**src/rtl/stereo_atten_pkg.sv**
```systemverilog
package stereo_atten_pkg;
  localparam int unsigned CH_L = 0;
  localparam int unsigned CH_R = 1;
  localparam int unsigned N_CH = 2;

  // one bounded move of cur toward tgt
  function automatic int unsigned step_toward(int unsigned cur, int unsigned tgt,
                                              int unsigned step);
    if (tgt > cur) return (tgt - cur <= step) ? tgt : cur + step;
    if (cur > tgt) return (cur - tgt <= step) ? tgt : cur - step;
    return cur;
  endfunction
endpackage

```
**src/rtl/gain_ramp.sv**
```systemverilog
module gain_ramp #(
  parameter int unsigned GAIN_W    = 16,
  parameter int unsigned GAIN_FRAC = 14,
  parameter int unsigned GAIN_STEP = 1
) (
  input  logic              clk_i,
  input  logic              rst_ni,
  input  logic              step_en_i,
  input  logic [GAIN_W-1:0] target_i,
  output logic [GAIN_W-1:0] gain_o
);
  localparam logic [GAIN_W-1:0] UNITY = GAIN_W'(1 << GAIN_FRAC);

  logic [GAIN_W-1:0] gain_q, gain_d;

  always_comb
    gain_d = GAIN_W'(stereo_atten_pkg::step_toward(32'(gain_q), 32'(target_i),
                                                   32'(GAIN_STEP)));

  always_ff @(posedge clk_i or negedge rst_ni)
    if (!rst_ni)        gain_q <= UNITY;
    else if (step_en_i) gain_q <= gain_d;

  assign gain_o = gain_q;
endmodule

```
**src/rtl/gain_scale.sv**
```systemverilog
module gain_scale #(
  parameter int unsigned DATA_W    = 24,
  parameter int unsigned GAIN_W    = 16,
  parameter int unsigned GAIN_FRAC = 14
) (
  input  logic signed [DATA_W-1:0] sample_i,
  input  logic        [GAIN_W-1:0] gain_i,
  output logic signed [DATA_W-1:0] scaled_o
);
  localparam int unsigned PW = DATA_W + GAIN_W + 1;
  localparam logic signed [PW-1:0] MAXV = {{(PW-DATA_W+1){1'b0}}, {(DATA_W-1){1'b1}}};
  localparam logic signed [PW-1:0] MINV = {{(PW-DATA_W+1){1'b1}}, {(DATA_W-1){1'b0}}};

  logic signed [PW-1:0] prod, shr;

  always_comb begin
    prod = PW'(sample_i) * $signed({1'b0, gain_i});
    shr  = prod >>> GAIN_FRAC;  // floor
    if (shr > MAXV)      scaled_o = MAXV[DATA_W-1:0];
    else if (shr < MINV) scaled_o = MINV[DATA_W-1:0];
    else                 scaled_o = shr[DATA_W-1:0];
  end
endmodule

```
**src/rtl/zero_detect.sv**
```systemverilog
module zero_detect #(
  parameter int unsigned ZERO_RUN = 1024
) (
  input  logic clk_i,
  input  logic rst_ni,
  input  logic valid_i,
  input  logic all_zero_i,
  output logic zero_o
);
  localparam int unsigned CW   = $clog2(ZERO_RUN + 2);
  localparam logic [CW-1:0] LIM = CW'(ZERO_RUN + 1);

  logic [CW-1:0] cnt_q;

  always_ff @(posedge clk_i or negedge rst_ni)
    if (!rst_ni) cnt_q <= '0;
    else if (valid_i) begin
      if (!all_zero_i)      cnt_q <= '0;
      else if (cnt_q < LIM) cnt_q <= cnt_q + 1'b1;
    end

  assign zero_o = (cnt_q == LIM);
endmodule

```
**src/rtl/stereo_atten.sv**
```systemverilog
module stereo_atten #(
  parameter int unsigned DATA_W    = 24,
  parameter int unsigned GAIN_W    = 16,
  parameter int unsigned GAIN_FRAC = 14,
  parameter int unsigned GAIN_STEP = 1,
  parameter int unsigned ZERO_RUN  = 1024
) (
  input  logic              clk_i,
  input  logic              rst_ni,
  input  logic              valid_i,
  input  logic [DATA_W-1:0] left_i,
  input  logic [DATA_W-1:0] right_i,
  input  logic [GAIN_W-1:0] gain_l_i,
  input  logic [GAIN_W-1:0] gain_r_i,
  input  logic [1:0]        soft_mute_i,
  input  logic              mute_i,
  output logic              valid_o,
  output logic [DATA_W-1:0] left_o,
  output logic [DATA_W-1:0] right_o,
  output logic              zero_o
);
  import stereo_atten_pkg::*;

  logic [DATA_W-1:0] smp   [N_CH];
  logic [GAIN_W-1:0] word  [N_CH];
  logic [GAIN_W-1:0] gain  [N_CH];
  logic [DATA_W-1:0] scl   [N_CH];
  logic [DATA_W-1:0] out_q [N_CH];

  assign smp[CH_L]  = left_i;
  assign smp[CH_R]  = right_i;
  assign word[CH_L] = gain_l_i;
  assign word[CH_R] = gain_r_i;

  for (genvar c = 0; c < N_CH; c++) begin : g_ch
    logic [GAIN_W-1:0] tgt;
    assign tgt = (mute_i || soft_mute_i[c]) ? '0 : word[c];

    gain_ramp #(.GAIN_W(GAIN_W), .GAIN_FRAC(GAIN_FRAC), .GAIN_STEP(GAIN_STEP)) u_ramp (
      .clk_i, .rst_ni, .step_en_i(valid_i), .target_i(tgt), .gain_o(gain[c])
    );

    gain_scale #(.DATA_W(DATA_W), .GAIN_W(GAIN_W), .GAIN_FRAC(GAIN_FRAC)) u_scale (
      .sample_i(smp[c]), .gain_i(gain[c]), .scaled_o(scl[c])
    );

    always_ff @(posedge clk_i or negedge rst_ni)
      if (!rst_ni)      out_q[c] <= '0;
      else if (valid_i) out_q[c] <= scl[c];
  end

  always_ff @(posedge clk_i or negedge rst_ni)
    if (!rst_ni) valid_o <= 1'b0;
    else         valid_o <= valid_i;

  zero_detect #(.ZERO_RUN(ZERO_RUN)) u_zero (
    .clk_i, .rst_ni, .valid_i,
    .all_zero_i(left_i == '0 && right_i == '0),
    .zero_o
  );

  assign left_o  = out_q[CH_L];
  assign right_o = out_q[CH_R];
endmodule

```
**config.mk**
```make
export PLATFORM = sky130hd
export DESIGN_NAME = stereo_atten
export DESIGN_NICKNAME = d
export VERILOG_FILES = /design/src/rtl/stereo_atten_pkg.sv /design/src/rtl/gain_ramp.sv /design/src/rtl/gain_scale.sv /design/src/rtl/zero_detect.sv /design/src/rtl/stereo_atten.sv
export SDC_FILE = /design/constraint.sdc
export NUM_CORES = 2
export LEC_CHECK = 0
export BUFFER_PORTS_ARGS = -buffer_cell sky130_fd_sc_hd__buf_2
export CELL_PAD_IN_SITES_DETAIL_PLACEMENT = 2
export CELL_PAD_IN_SITES_GLOBAL_PLACEMENT = 2
export CORE_ASPECT_RATIO = 0.75
export CORE_MARGIN = 2
export CORE_UTILIZATION = 44
export CTS_CLUSTER_DIAMETER = 60
export DETAILED_ROUTE_END_ITERATION = 6
export GPL_TIMING_DRIVEN = 0
export PLACE_DENSITY_LB_ADDON = 0.1
export SLEW_MARGIN = 20
export SYNTH_ARGS = -nofsm -noshare
export SYNTH_HDL_FRONTEND = slang
export SYNTH_SLANG_ARGS = --single-unit
```
**constraint.sdc**
```tcl
create_clock -name clk_i -period 17.6 [get_ports clk_i]
set_input_delay 4.4 -clock clk_i [delete_from_list [all_inputs] [get_ports clk_i]]
set_output_delay 4.4 -clock clk_i [all_outputs]
set_load 0.01 [all_outputs]
```
-- Yosys cells after proc, flatten, opt, wreduce, memory -nomap -nowiden
Cells that the tools add are included.
- add/subtract/negate cells: 9
- multiply operators: 2
- divide/modulo/power cells: 0
- order comparisons: 13
- equal/unequal tests: 2
- shifts and indexed selects: 0
- muxes and demuxes: 26
- bitwise gates (word level): 0
- reduce and logical (&&, ||, !) cells: 10
- operators with widths (kind ; number):
    16-bit two-way mux ; 14
    32-bit by 1-bit less-or-equal comparator with 1-bit output, second input constant ; 4
    24-bit two-way mux ; 4
    24-bit by 17-bit multiplier with 41-bit output ; 2
    16-bit by 16-bit subtractor with 17-bit output ; 4
    16-bit greater-than comparator ; 4
    27-bit by 24-bit greater-than comparator with 1-bit output, second input constant ; 2
    27-bit by 24-bit less-than comparator with 1-bit output, second input constant ; 2
    24-bit zero test ; 2
    16-bit by 1-bit adder with 16-bit output, second input constant ; 2
    16-bit by 1-bit subtractor with 16-bit output, second input constant ; 2
    11-bit two-way mux ; 2
    11-bit by 1-bit adder with 11-bit output, second input constant ; 1
    11-bit equality test, second input constant ; 1
    11-bit less-than comparator, second input constant ; 1
    1-bit two-way mux ; 6
    2-bit AND reduction ; 3
    2-bit nonzero test ; 2
    1-bit logical OR ; 2
    2-bit != test, second input constant ; 1
    1-bit logical AND ; 1
- flip-flop bits (word level): 92
- bits in latches: 0
- RAM bits: 0
- ROM bits: 0
- input port bits: 86
- output and inout bits: 50
- logic and storage cells: 68
- memories kept: 0

-- Depth between registers and ports, before layout
- word-level depth: 9
- depth in mapped cells: 27
- mapped depth without buffers: 24

-- Cells and area by module
Synthesis repeated with hierarchy kept, for this count alone.
- cell total of the unflattened synthesis: 4461
- area, all modules: 38568.2 sq um
- by module, submodules not included (module ; times used ; cells an instance ; area an instance (sq um) ; seq. area each (sq um)):
    gain_scale (g_ch[1].u_scale) ; 1 ; 1654 ; 14543.9 ; 0.0
    gain_scale (g_ch[0].u_scale) ; 1 ; 1583 ; 14002.2 ; 0.0
    gain_ramp (g_ch[1].u_ramp) ; 1 ; 500 ; 3588.4 ; 401.6
    gain_ramp (g_ch[0].u_ramp) ; 1 ; 496 ; 3525.9 ; 401.6
    stereo_atten ; 1 ; 154 ; 2210.9 ; 1226.2
    zero_detect ; 1 ; 74 ; 696.9 ; 275.3

-- Worst setup path after synthesis
OpenSTA, ideal clock, no wires.
- kind: input to register
- start point: input right_i[23]
- end point: register out_q, in the netlist right_o[10]
- arrival time: 10.829 ns
- path slack: 6.645 ns
- cell stages on the path: 24
- buffers on the path: 3
- path through: clkbuf_1 clkbuf_1 nand2_1 fa_1 fa_1 inv_1 fa_1 fa_1 fa_1 inv_1 fa_1 inv_1 ha_1 a41o_1 a21oi_1 nor2b_1 o41ai_1 o21ai_0 a211oi_1 xnor2_1 nor2_1 a31o_2 buf_2 a221o_1
- cells in the longest elaborated chain, start to end: 4
- elaborated cells between the ends (all ways): 5
- those cells by class: mul (1); order compare (2); mux (2)
- ends and longest elaborated chain (item ; line ; RTL):
    start: declaration ; stereo_atten.sv:12 ; input logic [DATA_W-1:0] right_i,
    24-bit by 17-bit multiplier with 41-bit output * ; gain_scale.sv:17 ; prod = PW'(sample_i) * $signed({1'b0, gain_i});
    27-bit by 24-bit less-than comparator with 1-bit output ; gain_scale.sv:20 ; else if (shr < MINV) scaled_o = MINV[DATA_W-1:0];
    24-bit two-way mux ; gain_scale.sv:20 ;
    24-bit two-way mux * ; gain_scale.sv:19 ; if (shr > MAXV) scaled_o = MAXV[DATA_W-1:0];
    end signal: indexed assignment ; stereo_atten.sv:49 ; else if (valid_i) out_q[c] <= scl[c];
    end: declaration ; stereo_atten.sv:28 ; logic [DATA_W-1:0] out_q [N_CH];
Mark *: on every way between the ends. The rest lies on a longest branch, timed or not.
A chain may end at the register's enable or synchronous reset.

-- Final worst setup path
- start point: input left_i[10]
- end point: register out_q, in the netlist left_o[6]
- cells in the longest elaborated chain, start to end: 4
- elaborated cells between the ends (all ways): 5
- those cells by class: mul (1); order compare (2); mux (2)
- ends and longest elaborated chain (item ; line ; RTL):
    start: declaration ; stereo_atten.sv:11 ; input logic [DATA_W-1:0] left_i,
    24-bit by 17-bit multiplier with 41-bit output * ; gain_scale.sv:17 ;
    27-bit by 24-bit less-than comparator with 1-bit output ; gain_scale.sv:20 ;
    24-bit two-way mux ; gain_scale.sv:20 ;
    24-bit two-way mux * ; gain_scale.sv:19 ;
Marked as above.

==> results.json <==
{
  "grt_pass1_wl_mm": 251,
  "finalSetupViolCount": 0,
  "ys_ff_latch": 92,
  "synthDistinctLibCells": 87,
  "die_area_mm2": 0.0873,
  "gp_congestion": 0.912,
  "route.detailed.drc": 0,
  "numCtsBuffers": 9,
  "initial_core_util_pct": 44.5,
  "crit_family": "adder cells",
  "status": "finished clean",
  "drt-initial-drc-count": 2834,
  "routedWlPerCell_um": 28.7,
  "tns_ps": 0,
  "first_pass_iters": 5,
  "synthTopCellsByArea": "fa_1 40%, inv_1 9.8%, ha_1 9.0%, dfrtp_1 6.0%, nand2_1 5.9%",
  "cpMaxStageDelayCell": "or4_1",
  "ios": 136,
  "syn_area_mm2": 0.0374,
  "pre_cts_slack_ps": 3890,
  "worstSkewPairLatency_ps": 420,
  "cts_tree": "done",
  "die_y_um": 256,
  "yosysWarnings": 0,
  "post_cts_buffers": 0,
  "setup_slack_ps": 3950,
  "die_w_um": 341,
  "worst_ep_required_time_ps": 17940,
  "fin_worst_skew_ps": 16.5,
  "viasPerCell": 5.91,
  "synth_async_sr_flop_share_pct": 100,
  "fin_nets": 5668,
  "cts_root_buf": "clkbuf_16",
  "hpwl_mm": 139,
  "min_period_ps": 13650,
  "rsz0062_at_grt": "no",
  "arrival_ps": 13990,
  "dpl_cell_area_mm2": 0.0395,
  "drv_cap": 0,
  "crit_path_frequent_cell": "fa_1",
  "grt_overflow": 0,
  "clock_sinks": 92,
  "max_freq_mhz": 73.2,
  "grt_max_degree": 55,
  "fin_crit_sh_pct": 77.6,
  "hold_path.class": "flip-flop to flip-flop",
  "synth_top_cell_area_share_pct": 40.4,
  "clkTransAtPathRegs_ps": 90,
  "endpoint_kind": "flip-flop",
  "cp.depth": 25,
  "syn_nets": 5522,
  "portBuffers": 134,
  "vias": 33700,
  "grt_pass1_vias": 39200,
  "criticalPathCategory": "primary input to flip-flop",
  "ys.flop_type": "dfrtp_1",
  "cts.path.max_buffers": 2,
  "ant_nets": 0,
  "reg2regPathDepth": 24,
  "synth-edff-count": 0,
  "stdcell_area_mm2": 0.0398,
  "rows": 92,
  "synth.yosys.seq_area_share_pct": 6.17,
  "post_cts_resized": 0,
  "area_growth_pct": 6.55,
  "avgSynthCellArea_um2": 8.47,
  "cp-start-kind": "primary input",
  "finalHoldViolCount": 0,
  "whs_path_depth": 2,
  "netlist_instances": 4414,
  "track_usage_pct": 38.3,
  "hold_buffers": 0,
  "core_mm2": 0.0840,
  "relSlewSlack_pct": 20.8,
  "slowest_delay_ps": 800,
  "crit_fanout": 10,
  "layout-drive-gt1-share_pct": 4.58,
  "drv_slew": 0,
  "netlist.top_cell.by_area": "fa_1",
  "finalWirelength_mm": 164,
  "r2r_setup_slack_ps": 7100,
  "h-tree-depth": 3,
  "path_buf_inv": 7,
  "grt_antenna_before_repair": 6,
  "worst_pin_slew_ps": 1180
}
## per-stage QoR
stage                     hold WS, ps  cells  util [%]
after floorplan                   479   4414         -
after global placement            484   5676      46.9
after detailed placement          486   5677      47.0
after CTS                         515   5693      47.4
after global routing              536   5695      47.4
final                             503   5696      47.4
## metal layers
| layer | vias to the layer above | GRT usage (%) | routed length (um) |
|---|---|---|---|
| li1 | 14000 | - | - |
| met1 | 17800 | 51.7 | 69000 |
| met2 | 1497 | 61.8 | 75800 |
| met3 | 415 | 7.24 | 12800 |
| met4 | 4 | 12.9 | 5960 |
| met5 | - | 0 | 24 |
## final cells by class
class / count / area, um2
diodes: 3 / 7.51
inverters: 976 / 3660
well taps: 1128 / 1410
flip-flops and latches: 92 / 2300
plain buffers: 224 / 892
multi-input cells: 3122 / 30500
fillers: 9469 / 44200
repair buffers: 135 / 704
clock buffers: 10 / 239
clock inverters: 6 / 77.6
## flip-flops by register name, indices dropped and copies added, names as in the netlist
| signal | cells |
|---|---|
| g_ch.u_ramp.gain_o | 32 |
| right_o | 24 |
| left_o | 24 |
| valid_o | 1 |
| u_zero.cnt_q | 11 |
## cells by family (layout without fill, tap and decap cells)
family / count (synthesis) / in the layout / synth area share, %
AND/OR/NAND/NOR: 1330 / 1330 / 17.3
multiplexers: 35 / 35 / 0.961
flip-flops: 92 / 92 / 6.17
buffers and inverters: 1200 / 1351 / 12.2
XOR/XNOR: 112 / 112 / 2.63
AO/OA/AOI/OAI: 623 / 623 / 11.4
adder cells (fa/ha/maj): 1022 / 1022 / 49.4
other: 0 / 3 / 0
## cells in the mapped netlist, types with 7 or more instances
cell,n
a21oi_1,155
clkbuf_1,195
nand4_1,34
o21a_1,29
a31oi_1,26
nor2_1,132
a211o_1,14
nand3_1,60
a221o_1,23
buf_1,9
o2111ai_1,7
fa_1,754
inv_1,974
o21ai_0,126
mux2i_1,28
buf_2,12
a21o_1,38
and2_1,320
nand2_1,590
o221ai_1,12
nor4_1,39
ha_1,268
mux2_2,7
o211ai_1,39
nor3_1,32
xor2_1,34
o31a_1,8
nor2b_1,26
nand2b_1,20
o21bai_1,7
xnor2_1,78
dfrtp_1,90
nor3b_1,9
or3_1,16
o31ai_1,14
and3_1,28
a311oi_1,17
a211oi_1,15
o22ai_1,7
## placed cells by master (no fill, tap or decap), drive strengths merged, types with 17 or more instances in the layout
| cell | Yosys | routed |
|---|---|---|
| o21ai | 129 | 129 |
| clkbuf | 196 | 206 |
| ha | 268 | 268 |
| nand4 | 34 | 34 |
| nor4 | 39 | 39 |
| a31oi | 26 | 26 |
| a21o | 38 | 38 |
| buf | 28 | 163 |
| mux2i | 28 | 28 |
| dfrtp | 90 | 90 |
| xor2 | 34 | 34 |
| xnor2 | 78 | 78 |
| o211ai | 39 | 39 |
| o21a | 29 | 29 |
| nand2b | 20 | 20 |
| and2 | 320 | 320 |
| a221o | 23 | 23 |
| nor2 | 132 | 132 |
| a311oi | 17 | 17 |
| a21oi | 157 | 157 |
| inv | 974 | 977 |
| and3 | 28 | 28 |
| fa | 754 | 754 |
| nand2 | 590 | 590 |
| nor3 | 34 | 34 |
| nor2b | 26 | 26 |
| nand3 | 60 | 60 |
## tightest hold or removal path, delay by kind of cell, from the launching register on
kind	cells	cell delay, ps
flops	1	350
simple gates	2	120
## worst paths after layout
kind | start | to
setup / recovery | left_i[10] | left_o[6]
hold / removal | right_o[23] | right_o[23]
setup reg to reg | g_ch[0].u_ramp.gain_o[13] | left_o[6]
hold reg to reg | right_o[23] | right_o[23]
max in group asynchronous | rst_ni | g_ch[1].u_ramp.gain_o[14]
min in group asynchronous | rst_ni | left_o[18]
Power is not shown: default switching activity piles up to over one toggle a cycle in this logic, so the estimate is an artifact.
